### config.mk
export PLATFORM = sky130hd
export DESIGN_NAME = mt_fetch_sched
export DESIGN_NICKNAME = d
export VERILOG_FILES = /design/src/rtl/mt_sched_pkg.sv /design/src/rtl/mt_thread_ctx.sv /design/src/rtl/mt_event_unit.sv /design/src/rtl/mt_rr_pick.sv /design/src/rtl/mt_fetch_sched.sv
export SDC_FILE = /design/constraint.sdc
export NUM_CORES = 1
export LEC_CHECK = 0
export BUFFER_PORTS_ARGS = -buffer_cell sky130_fd_sc_hd__buf_2
export CORE_UTILIZATION = 45
export CTS_CLUSTER_SIZE = 16
export DETAILED_ROUTE_END_ITERATION = 10
export SYNTH_ARGS = -nofsm -noshare
export SYNTH_HDL_FRONTEND = slang
export SYNTH_HIERARCHICAL = 1
export SYNTH_SLANG_ARGS = --single-unit
### constraint.sdc
create_clock -name clk -period 5.18 [get_ports clk]
set_input_delay 0.518 -clock clk [delete_from_list [all_inputs] [get_ports clk]]
set_output_delay 0.518 -clock clk [all_outputs]
set_load 0.05 [all_outputs]
### src/rtl/mt_sched_pkg.sv
package mt_sched_pkg;

  typedef enum logic [1:0] {
    TS_IDLE  = 2'd0,
    TS_READY = 2'd1,
    TS_WAIT  = 2'd2
  } ts_e;

  localparam logic OP_WAIT  = 1'b0;
  localparam logic OP_START = 1'b1;

endpackage

### src/rtl/mt_thread_ctx.sv
module mt_thread_ctx
  import mt_sched_pkg::*;
#(
  parameter int          PC_W     = 32,
  parameter int          EVW      = 3,
  parameter int          THR_ID   = 0,
  parameter logic [31:0] RESET_PC = 32'h0000_0100
) (
  input  logic            clk,
  input  logic            rst_n,
  input  logic            wait_req,
  input  logic            wait_imm,
  input  logic [EVW-1:0]  wait_evt,
  input  logic [PC_W-1:0] resume_pc,
  input  logic            hz_hit,
  input  logic [PC_W-1:0] hz_pc,
  input  logic            rd_hit,
  input  logic [PC_W-1:0] rd_pc,
  input  logic            start_req,
  input  logic [PC_W-1:0] start_pc,
  input  logic            wake,
  input  logic            adv,
  output ts_e             state_o,
  output logic [PC_W-1:0] pc_o,
  output logic [EVW-1:0]  evt_o,
  output logic            ready_nxt
);

  localparam ts_e             RST_ST = (THR_ID == 0) ? TS_READY : TS_IDLE;
  localparam logic [PC_W-1:0] RST_PC = (THR_ID == 0) ? PC_W'(RESET_PC) : '0;

  ts_e            st_q, st_d;
  logic [PC_W-1:0] pc_q, pc_d;
  logic [EVW-1:0]  evt_q, evt_d;

  always_comb begin
    st_d  = st_q;
    pc_d  = pc_q;
    evt_d = evt_q;
    unique case (st_q)
      TS_IDLE: begin
        if (start_req) begin
          st_d = TS_READY;
          pc_d = start_pc;
        end
      end
      TS_WAIT: begin
        if (wake) st_d = TS_READY;
      end
      TS_READY: begin
        if (wait_req) begin
          pc_d = resume_pc;
          if (!wait_imm) begin
            st_d  = TS_WAIT;
            evt_d = wait_evt;
          end
        end else if (hz_hit) begin
          pc_d = hz_pc;
        end else if (rd_hit) begin
          pc_d = rd_pc;
        end else if (adv) begin
          pc_d = pc_q + PC_W'(4);
        end
      end
      default: st_d = TS_IDLE;
    endcase
  end

  assign ready_nxt = (st_d == TS_READY);
  assign state_o   = st_q;
  assign pc_o      = pc_q;
  assign evt_o     = evt_q;

  always_ff @(posedge clk) begin
    if (!rst_n) begin
      st_q  <= RST_ST;
      pc_q  <= RST_PC;
      evt_q <= '0;
    end else begin
      st_q  <= st_d;
      pc_q  <= pc_d;
      evt_q <= evt_d;
    end
  end

  AST_HZ_REWINDS: assert property (@(posedge clk) disable iff (!rst_n)
    (st_q == TS_READY && hz_hit && !wait_req) |=> (pc_q == $past(hz_pc)));

  AST_IDLE_STAYS: assert property (@(posedge clk) disable iff (!rst_n)
    (st_q == TS_IDLE && !start_req) |=> (st_q == TS_IDLE));

  AST_BUSY_START_NOP: assert property (@(posedge clk) disable iff (!rst_n)
    (st_q == TS_WAIT && start_req && !wake) |=> (st_q == TS_WAIT && $stable(pc_q)));

  AST_WAIT_BLOCKS: assert property (@(posedge clk) disable iff (!rst_n)
    (st_q == TS_READY && wait_req && !wait_imm) |=> (st_q == TS_WAIT && pc_q == $past(resume_pc)));

endmodule

### src/rtl/mt_event_unit.sv
module mt_event_unit #(
  parameter int NTHR = 4,
  parameter int NEVT = 8,
  localparam int EVW = $clog2(NEVT)
) (
  input  logic                      clk,
  input  logic                      rst_n,
  input  logic [NEVT-1:0]           evt_in,
  input  logic [NTHR-1:0]           waiting,
  input  logic [NTHR-1:0][EVW-1:0]  wevt,
  input  logic                      wait_req,
  input  logic [EVW-1:0]            wait_evt,
  output logic [NTHR-1:0]           wake,
  output logic                      wait_imm
);

  logic [NEVT-1:0] pend_q, pend_d;
  logic [NEVT-1:0] waited;

  always_comb begin
    waited   = '0;
    wake     = '0;
    wait_imm = 1'b0;
    pend_d   = pend_q;
    for (int t = 0; t < NTHR; t++) begin
      for (int e = 0; e < NEVT; e++) begin
        if (waiting[t] && wevt[t] == EVW'(e)) begin
          waited[e] = 1'b1;
          if (evt_in[e]) wake[t] = 1'b1;
        end
      end
    end
    for (int e = 0; e < NEVT; e++) begin
      if (wait_req && wait_evt == EVW'(e)) begin
        wait_imm  = pend_q[e] | evt_in[e];
        pend_d[e] = 1'b0;
      end else if (evt_in[e] && !waited[e]) begin
        pend_d[e] = 1'b1;
      end
    end
  end

  always_ff @(posedge clk) begin
    if (!rst_n) pend_q <= '0;
    else        pend_q <= pend_d;
  end

  AST_PEND_CONSUMED: assert property (@(posedge clk) disable iff (!rst_n)
    (wait_req && wait_imm) |=> !pend_q[$past(wait_evt)]);

  AST_WAKE_NEEDS_WAITER: assert property (@(posedge clk) disable iff (!rst_n)
    (|wake) |-> (|(waiting & wake)));

endmodule

### src/rtl/mt_rr_pick.sv
module mt_rr_pick #(
  parameter int NTHR = 4,
  localparam int TID_W = $clog2(NTHR)
) (
  input  logic [TID_W-1:0] cur,
  input  logic             keep,
  input  logic [NTHR-1:0]  ready,
  output logic [TID_W-1:0] nxt,
  output logic             nxt_valid
);

  always_comb begin
    logic [TID_W-1:0] idx;
    nxt       = cur;
    nxt_valid = keep;
    idx       = '0;
    if (!keep) begin
      for (int k = 1; k <= NTHR; k++) begin
        idx = TID_W'((int'(cur) + k) % NTHR);
        if (!nxt_valid && ready[idx]) begin
          nxt       = idx;
          nxt_valid = 1'b1;
        end
      end
    end
  end

endmodule

### src/rtl/mt_fetch_sched.sv
module mt_fetch_sched
  import mt_sched_pkg::*;
#(
  parameter int          NTHR     = 4,
  parameter int          PC_W     = 32,
  parameter int          NEVT     = 8,
  parameter logic [31:0] RESET_PC = 32'h0000_0100,
  localparam int         TID_W    = $clog2(NTHR),
  localparam int         EVW      = $clog2(NEVT)
) (
  input  logic             clk,
  input  logic             rst_n,
  output logic             fetch_valid,
  input  logic             fetch_ready,
  output logic [TID_W-1:0] fetch_tid,
  output logic [PC_W-1:0]  fetch_pc,
  input  logic             hz_valid,
  input  logic [TID_W-1:0] hz_tid,
  input  logic [PC_W-1:0]  hz_pc,
  input  logic             rd_valid,
  input  logic [TID_W-1:0] rd_tid,
  input  logic [PC_W-1:0]  rd_pc,
  input  logic             csr_we,
  input  logic             csr_op,
  input  logic [TID_W-1:0] csr_tid,
  input  logic [PC_W-1:0]  csr_pc,
  input  logic [PC_W-1:0]  csr_wdata,
  input  logic [TID_W-1:0] csr_target,
  input  logic [NEVT-1:0]  evt_in
);

  ts_e                      st_arr [NTHR];
  logic [PC_W-1:0]          pc_arr [NTHR];
  logic [NTHR-1:0][EVW-1:0] evt_arr;
  logic [NTHR-1:0]          ready_nxt, waiting, wake, wait_vec;
  logic                     wait_imm;
  logic [TID_W-1:0]         cur_q, nxt;
  logic                     curv_q, nxt_valid, keep;
  logic                     hz_on_cur, rd_on_cur, wait_on_cur, xfer;
  logic [EVW-1:0]           wait_evt;

  assign xfer        = curv_q && fetch_ready;
  assign hz_on_cur   = hz_valid && hz_tid == cur_q;
  assign rd_on_cur   = rd_valid && rd_tid == cur_q;
  assign wait_on_cur = wait_vec[cur_q];
  assign wait_evt    = csr_wdata[EVW-1:0];

  for (genvar t = 0; t < NTHR; t++) begin : g_thr
    logic hz_hit, rd_hit, start_req, adv;
    assign hz_hit      = hz_valid && hz_tid == TID_W'(t);
    assign rd_hit      = rd_valid && rd_tid == TID_W'(t);
    assign start_req   = csr_we && csr_op == OP_START && csr_target == TID_W'(t);
    assign wait_vec[t] = csr_we && csr_op == OP_WAIT && csr_tid == TID_W'(t)
                         && st_arr[t] == TS_READY;
    assign adv         = xfer && cur_q == TID_W'(t);
    assign waiting[t]  = (st_arr[t] == TS_WAIT);

    mt_thread_ctx #(
      .PC_W     (PC_W),
      .EVW      (EVW),
      .THR_ID   (t),
      .RESET_PC (RESET_PC)
    ) u_ctx (
      .clk       (clk),
      .rst_n     (rst_n),
      .wait_req  (wait_vec[t]),
      .wait_imm  (wait_imm),
      .wait_evt  (wait_evt),
      .resume_pc (csr_pc),
      .hz_hit    (hz_hit),
      .hz_pc     (hz_pc),
      .rd_hit    (rd_hit),
      .rd_pc     (rd_pc),
      .start_req (start_req),
      .start_pc  (csr_wdata),
      .wake      (wake[t]),
      .adv       (adv),
      .state_o   (st_arr[t]),
      .pc_o      (pc_arr[t]),
      .evt_o     (evt_arr[t]),
      .ready_nxt (ready_nxt[t])
    );
  end

  mt_event_unit #(
    .NTHR (NTHR),
    .NEVT (NEVT)
  ) u_evt (
    .clk      (clk),
    .rst_n    (rst_n),
    .evt_in   (evt_in),
    .waiting  (waiting),
    .wevt     (evt_arr),
    .wait_req (|wait_vec),
    .wait_evt (wait_evt),
    .wake     (wake),
    .wait_imm (wait_imm)
  );

  assign keep = curv_q && ready_nxt[cur_q] && !hz_on_cur;

  mt_rr_pick #(
    .NTHR (NTHR)
  ) u_pick (
    .cur       (cur_q),
    .keep      (keep),
    .ready     (ready_nxt),
    .nxt       (nxt),
    .nxt_valid (nxt_valid)
  );

  always_ff @(posedge clk) begin
    if (!rst_n) begin
      cur_q  <= '0;
      curv_q <= 1'b1;
    end else begin
      curv_q <= nxt_valid;
      if (nxt_valid) cur_q <= nxt;
    end
  end

  assign fetch_valid = curv_q;
  assign fetch_tid   = cur_q;
  assign fetch_pc    = pc_arr[cur_q];

  logic [NTHR-1:0] others_ready;
  always_comb begin
    others_ready = ready_nxt;
    others_ready[cur_q] = 1'b0;
  end

  AST_OWNER_IS_READY: assert property (@(posedge clk) disable iff (!rst_n)
    fetch_valid |-> (st_arr[fetch_tid] == TS_READY));

  AST_STALL_HOLDS: assert property (@(posedge clk) disable iff (!rst_n)
    (fetch_valid && !fetch_ready && !hz_on_cur && !rd_on_cur && !wait_on_cur)
    |=> (fetch_valid && $stable(fetch_tid) && $stable(fetch_pc)));

  AST_NO_BUBBLE: assert property (@(posedge clk) disable iff (!rst_n)
    (fetch_valid && hz_on_cur && (|ready_nxt)) |=> fetch_valid);

  AST_SWITCH_AWAY: assert property (@(posedge clk) disable iff (!rst_n)
    (fetch_valid && hz_on_cur && (|others_ready)) |=> (fetch_tid != $past(fetch_tid)));

  AST_REDIRECT_STAYS: assert property (@(posedge clk) disable iff (!rst_n)
    (fetch_valid && rd_on_cur && !hz_valid && !wait_on_cur)
    |=> (fetch_valid && fetch_tid == $past(fetch_tid) && fetch_pc == $past(rd_pc)));

endmodule

==> results_dict.tcl <==
set metrics [dict create \
    post-route-period-util 0.788 \
    diodes 0 \
    rrSetupSlack_ns 1.10 \
    cts.repair_timing.setup_buffer_count 0 \
    num_vias 19156 \
    grt_max_degree 57 \
    crit_arrival_ns 4.49 \
    max_cap_violations 0 \
    dp_hpwl_mm 60.4 \
    p_per_area_nw_per_um2 306 \
    status "finished, final reports clean" \
    synth_top_area_frac 0.210 \
    fmaxAchievable_mhz 245 \
    die_y_um 185 \
    peakVddDrop_uv 287 \
    grt_overflow 0 \
    netlist_area_um2 15100 \
    routedWlPerCell_um 32.2 \
    drcViolationCount 0 \
    gp_congestion 1.07 \
    tightest_slew_ns 1.26 \
    cts.path.max_buffers 2 \
    syn_to_final_growth_pct 12.0 \
    die_w_um 185 \
    synth_edf_count 0 \
    drt-initial-drc-count 3373 \
    critPathLaunchType "flip-flop" \
    first_global_vias 16808 \
    path_common_cell "o21ai_0" \
    m1WireLength_mm 32.8 \
    nNetsFinal 2264 \
    crit_required_ns 5.59 \
    critPathTopFamily "simple AND/OR/NAND/NOR gates" \
    hold_ws_ns 0.402 \
    antenna_found_initial 6 \
    syn_area_per_cell_um2 7.47 \
    drtAntennaViolNets 0 \
    root_buffer "clkbuf_16" \
    multi_input_area_um2 11200 \
    hold_buffers 0 \
    numPortBuffers 185 \
    yosysUniqueCellTypes 91 \
    clk_pin_slew_ns 0.08 \
    hp-class "input pin to flip-flop" \
    yosysMostFrequentCell "nand2_1" \
    grt_pass1_wl_mm 117 \
    met2_length_mm 30.9 \
    final-hold-violation-count 0 \
    synth_area_leaders "dfxtp_1 21%, nand2_1 5.9%, o21ai_0 5.5%" \
    std_cell_rows 66 \
    synth-seq-cells 159 \
    critPathKind "flip-flop to flip-flop" \
    routed.top_layer "met5" \
    fin_crit_ns 4.08 \
    wl_mm 82.6 \
    htree_levels 4 \
    grt_usage 0.475 \
    yosysWarnings 6 \
    nFillCells 3265 \
    cts_tree "built" \
    coreArea_um2 32800 \
    max_stage_delay_ns 0.60 \
    power_leakage_nw 5.98 \
    crit_buf_inv 0 \
    setup_viol 0 \
    synthArstFlopShare 0 \
    first_pass_iters 8 \
    via_per_inst 7.47 \
    clock_skew_ns 0.0151 \
    io_pins 186 \
    yosysTopAreaCell "dfxtp_1" \
    setup_tns_ns 0 \
    critPathMaxFanout 12 \
    ys.flop_type "dfxtp_1" \
    initial_core_util 0.462 \
    die_area_um2 34400 \
    cts_buffers 17 \
    seq_area_frac_synth 0.210 \
    worstPathCellList "nor4b_2 -> or4_1 -> o31a_1 -> nand3b_1 -> o21ai_0 -> o21ai_0 -> mux4_2 -> and3_1 -> a211oi_4 -> nor3b_2 -> o21ai_0 -> a21boi_0 -> o31ai_1 -> mux2i_1 -> nor2b_1" \
    clock_sinks 159 \
    syn-num-nets 2181 \
    rsz0062_at_grt "no" \
    cts_resized 0 \
    yosys-top-cells-count "238 x nand2_1, 165 x o21ai_0, 164 x nor2_1, 159 x dfxtp_1, 130 x a21oi_1" \
    final_max_slew_viol_count 0 \
    drive_above_1_share 0.182 \
    met3_length_mm 15.4 \
    endpoint_kind "flip-flop" \
    final-seq-area_um2 3190 \
    crit_slowest_cell "or4_1" \
    clkLatencyLatePin_ns 0.47 \
    synth_cells 2026 \
    relSlewSlack 0.157 \
]
-- final timing paths --
check,from,cells past startpoint,to
worst max-delay path,g_thr[2].u_ctx/state_o[0],15,fetch_tid[1]
worst min-delay path,hz_pc[6],3,g_thr[2].u_ctx/pc_o[6]
worst max register to register,g_thr[2].u_ctx/state_o[0],15,fetch_tid[1]
worst min register to register,g_thr[3].u_ctx/pc_o[30],2,g_thr[3].u_ctx/pc_o[30]
-- worst reg2reg max path: stages (launching register included) --
cell and delay, ns:
dfxtp_1 0.46, nor4b_2 0.24, or4_1 0.60, o31a_1 0.19, nand3b_1 0.20, o21ai_0 0.10, o21ai_0 0.23, mux4_2 0.52
and3_1 0.24, a211oi_4 0.26, nor3b_2 0.25, o21ai_0 0.11, a21boi_0 0.17, o31ai_1 0.24, mux2i_1 0.10, nor2b_1 0.13
-- layer usage --
metal | track usage | vias up
met2 | 0.610 | 1744
li1 | - | 8056
met1 | 0.668 | 9087
met3 | 0.222 | 259
met4 | 0.176 | 10
met5 | 0.0400 | -
-- layout make-up --
class,count,share of cell area
inverter,43,0.00952
sequential,159,0.188
tap,442,0.0326
timing repair buffer,227,0.0734
multi-input combinational,1661,0.662
clock inverter,15,0.00959
clock buffer,17,0.0251
-- logic make-up after synthesis --
family,Yosys count,synth area share
AOI/OAI and AO/OA,724,0.330
buffers and inverters,206,0.0564
muxes,90,0.0919
and+or+nand+nor,793,0.279
xor gates and xnor gates,50,0.0289
adders and majority gates,4,0.00331
DFF,159,0.210
-- where the power goes --
part / switching, mW / leakage, nW / internal [mW]
Combinational: 1.49 / 4.40 / 0.720
Clock: 0.635 / 0.281 / 0.717
Sequential: 0.286 / 1.30 / 1.34
Total: 2.41 / 5.98 / 2.78
-- registers in the layout, summed over array words and instances, names as in the netlist --
name                 count
g_thr.u_ctx/state_o      8
fetch_valid              1
fetch_tid                2
g_thr.u_ctx/evt_o       12
g_thr.u_ctx/pc_o       128
u_evt/pend_q             8
-- cells in the final DEF, fill, tap and decap left out, types with 34 or more instances in the layout --
| master | n |
|---|---|
| nor2_1 | 162 |
| a31oi_1 | 34 |
| buf_4 | 43 |
| nand2_1 | 238 |
| nor3_1 | 61 |
| a221oi_1 | 71 |
| o22ai_1 | 37 |
| inv_1 | 36 |
| mux4_2 | 34 |
| o211ai_1 | 43 |
| buf_2 | 184 |
| nand3_1 | 58 |
| dfxtp_1 | 157 |
| nand4_1 | 54 |
| a21oi_1 | 130 |
| mux2i_1 | 52 |
| o21ai_0 | 165 |
-- through the flow --
| stage | cells | setup WS (ns) | cell area [um2] | utilization | power (mW) |
|---|---|---|---|---|---|
| after detailed placement | 2532 | 0.840 | 16400 | 0.499 | 3.75 |
| after floorplan | 2026 | 1.34 | 15100 | - | 3.00 |
| after global placement | 2532 | 0.958 | 16400 | 0.499 | 3.74 |
| after global routing | 2564 | 0.778 | 17000 | 0.517 | 5.32 |
| final | 2564 | 1.10 | 17000 | 0.517 | 5.18 |
| after CTS | 2564 | 1.18 | 17000 | 0.517 | 5.08 |
Power figures use the tool's default switching activity.
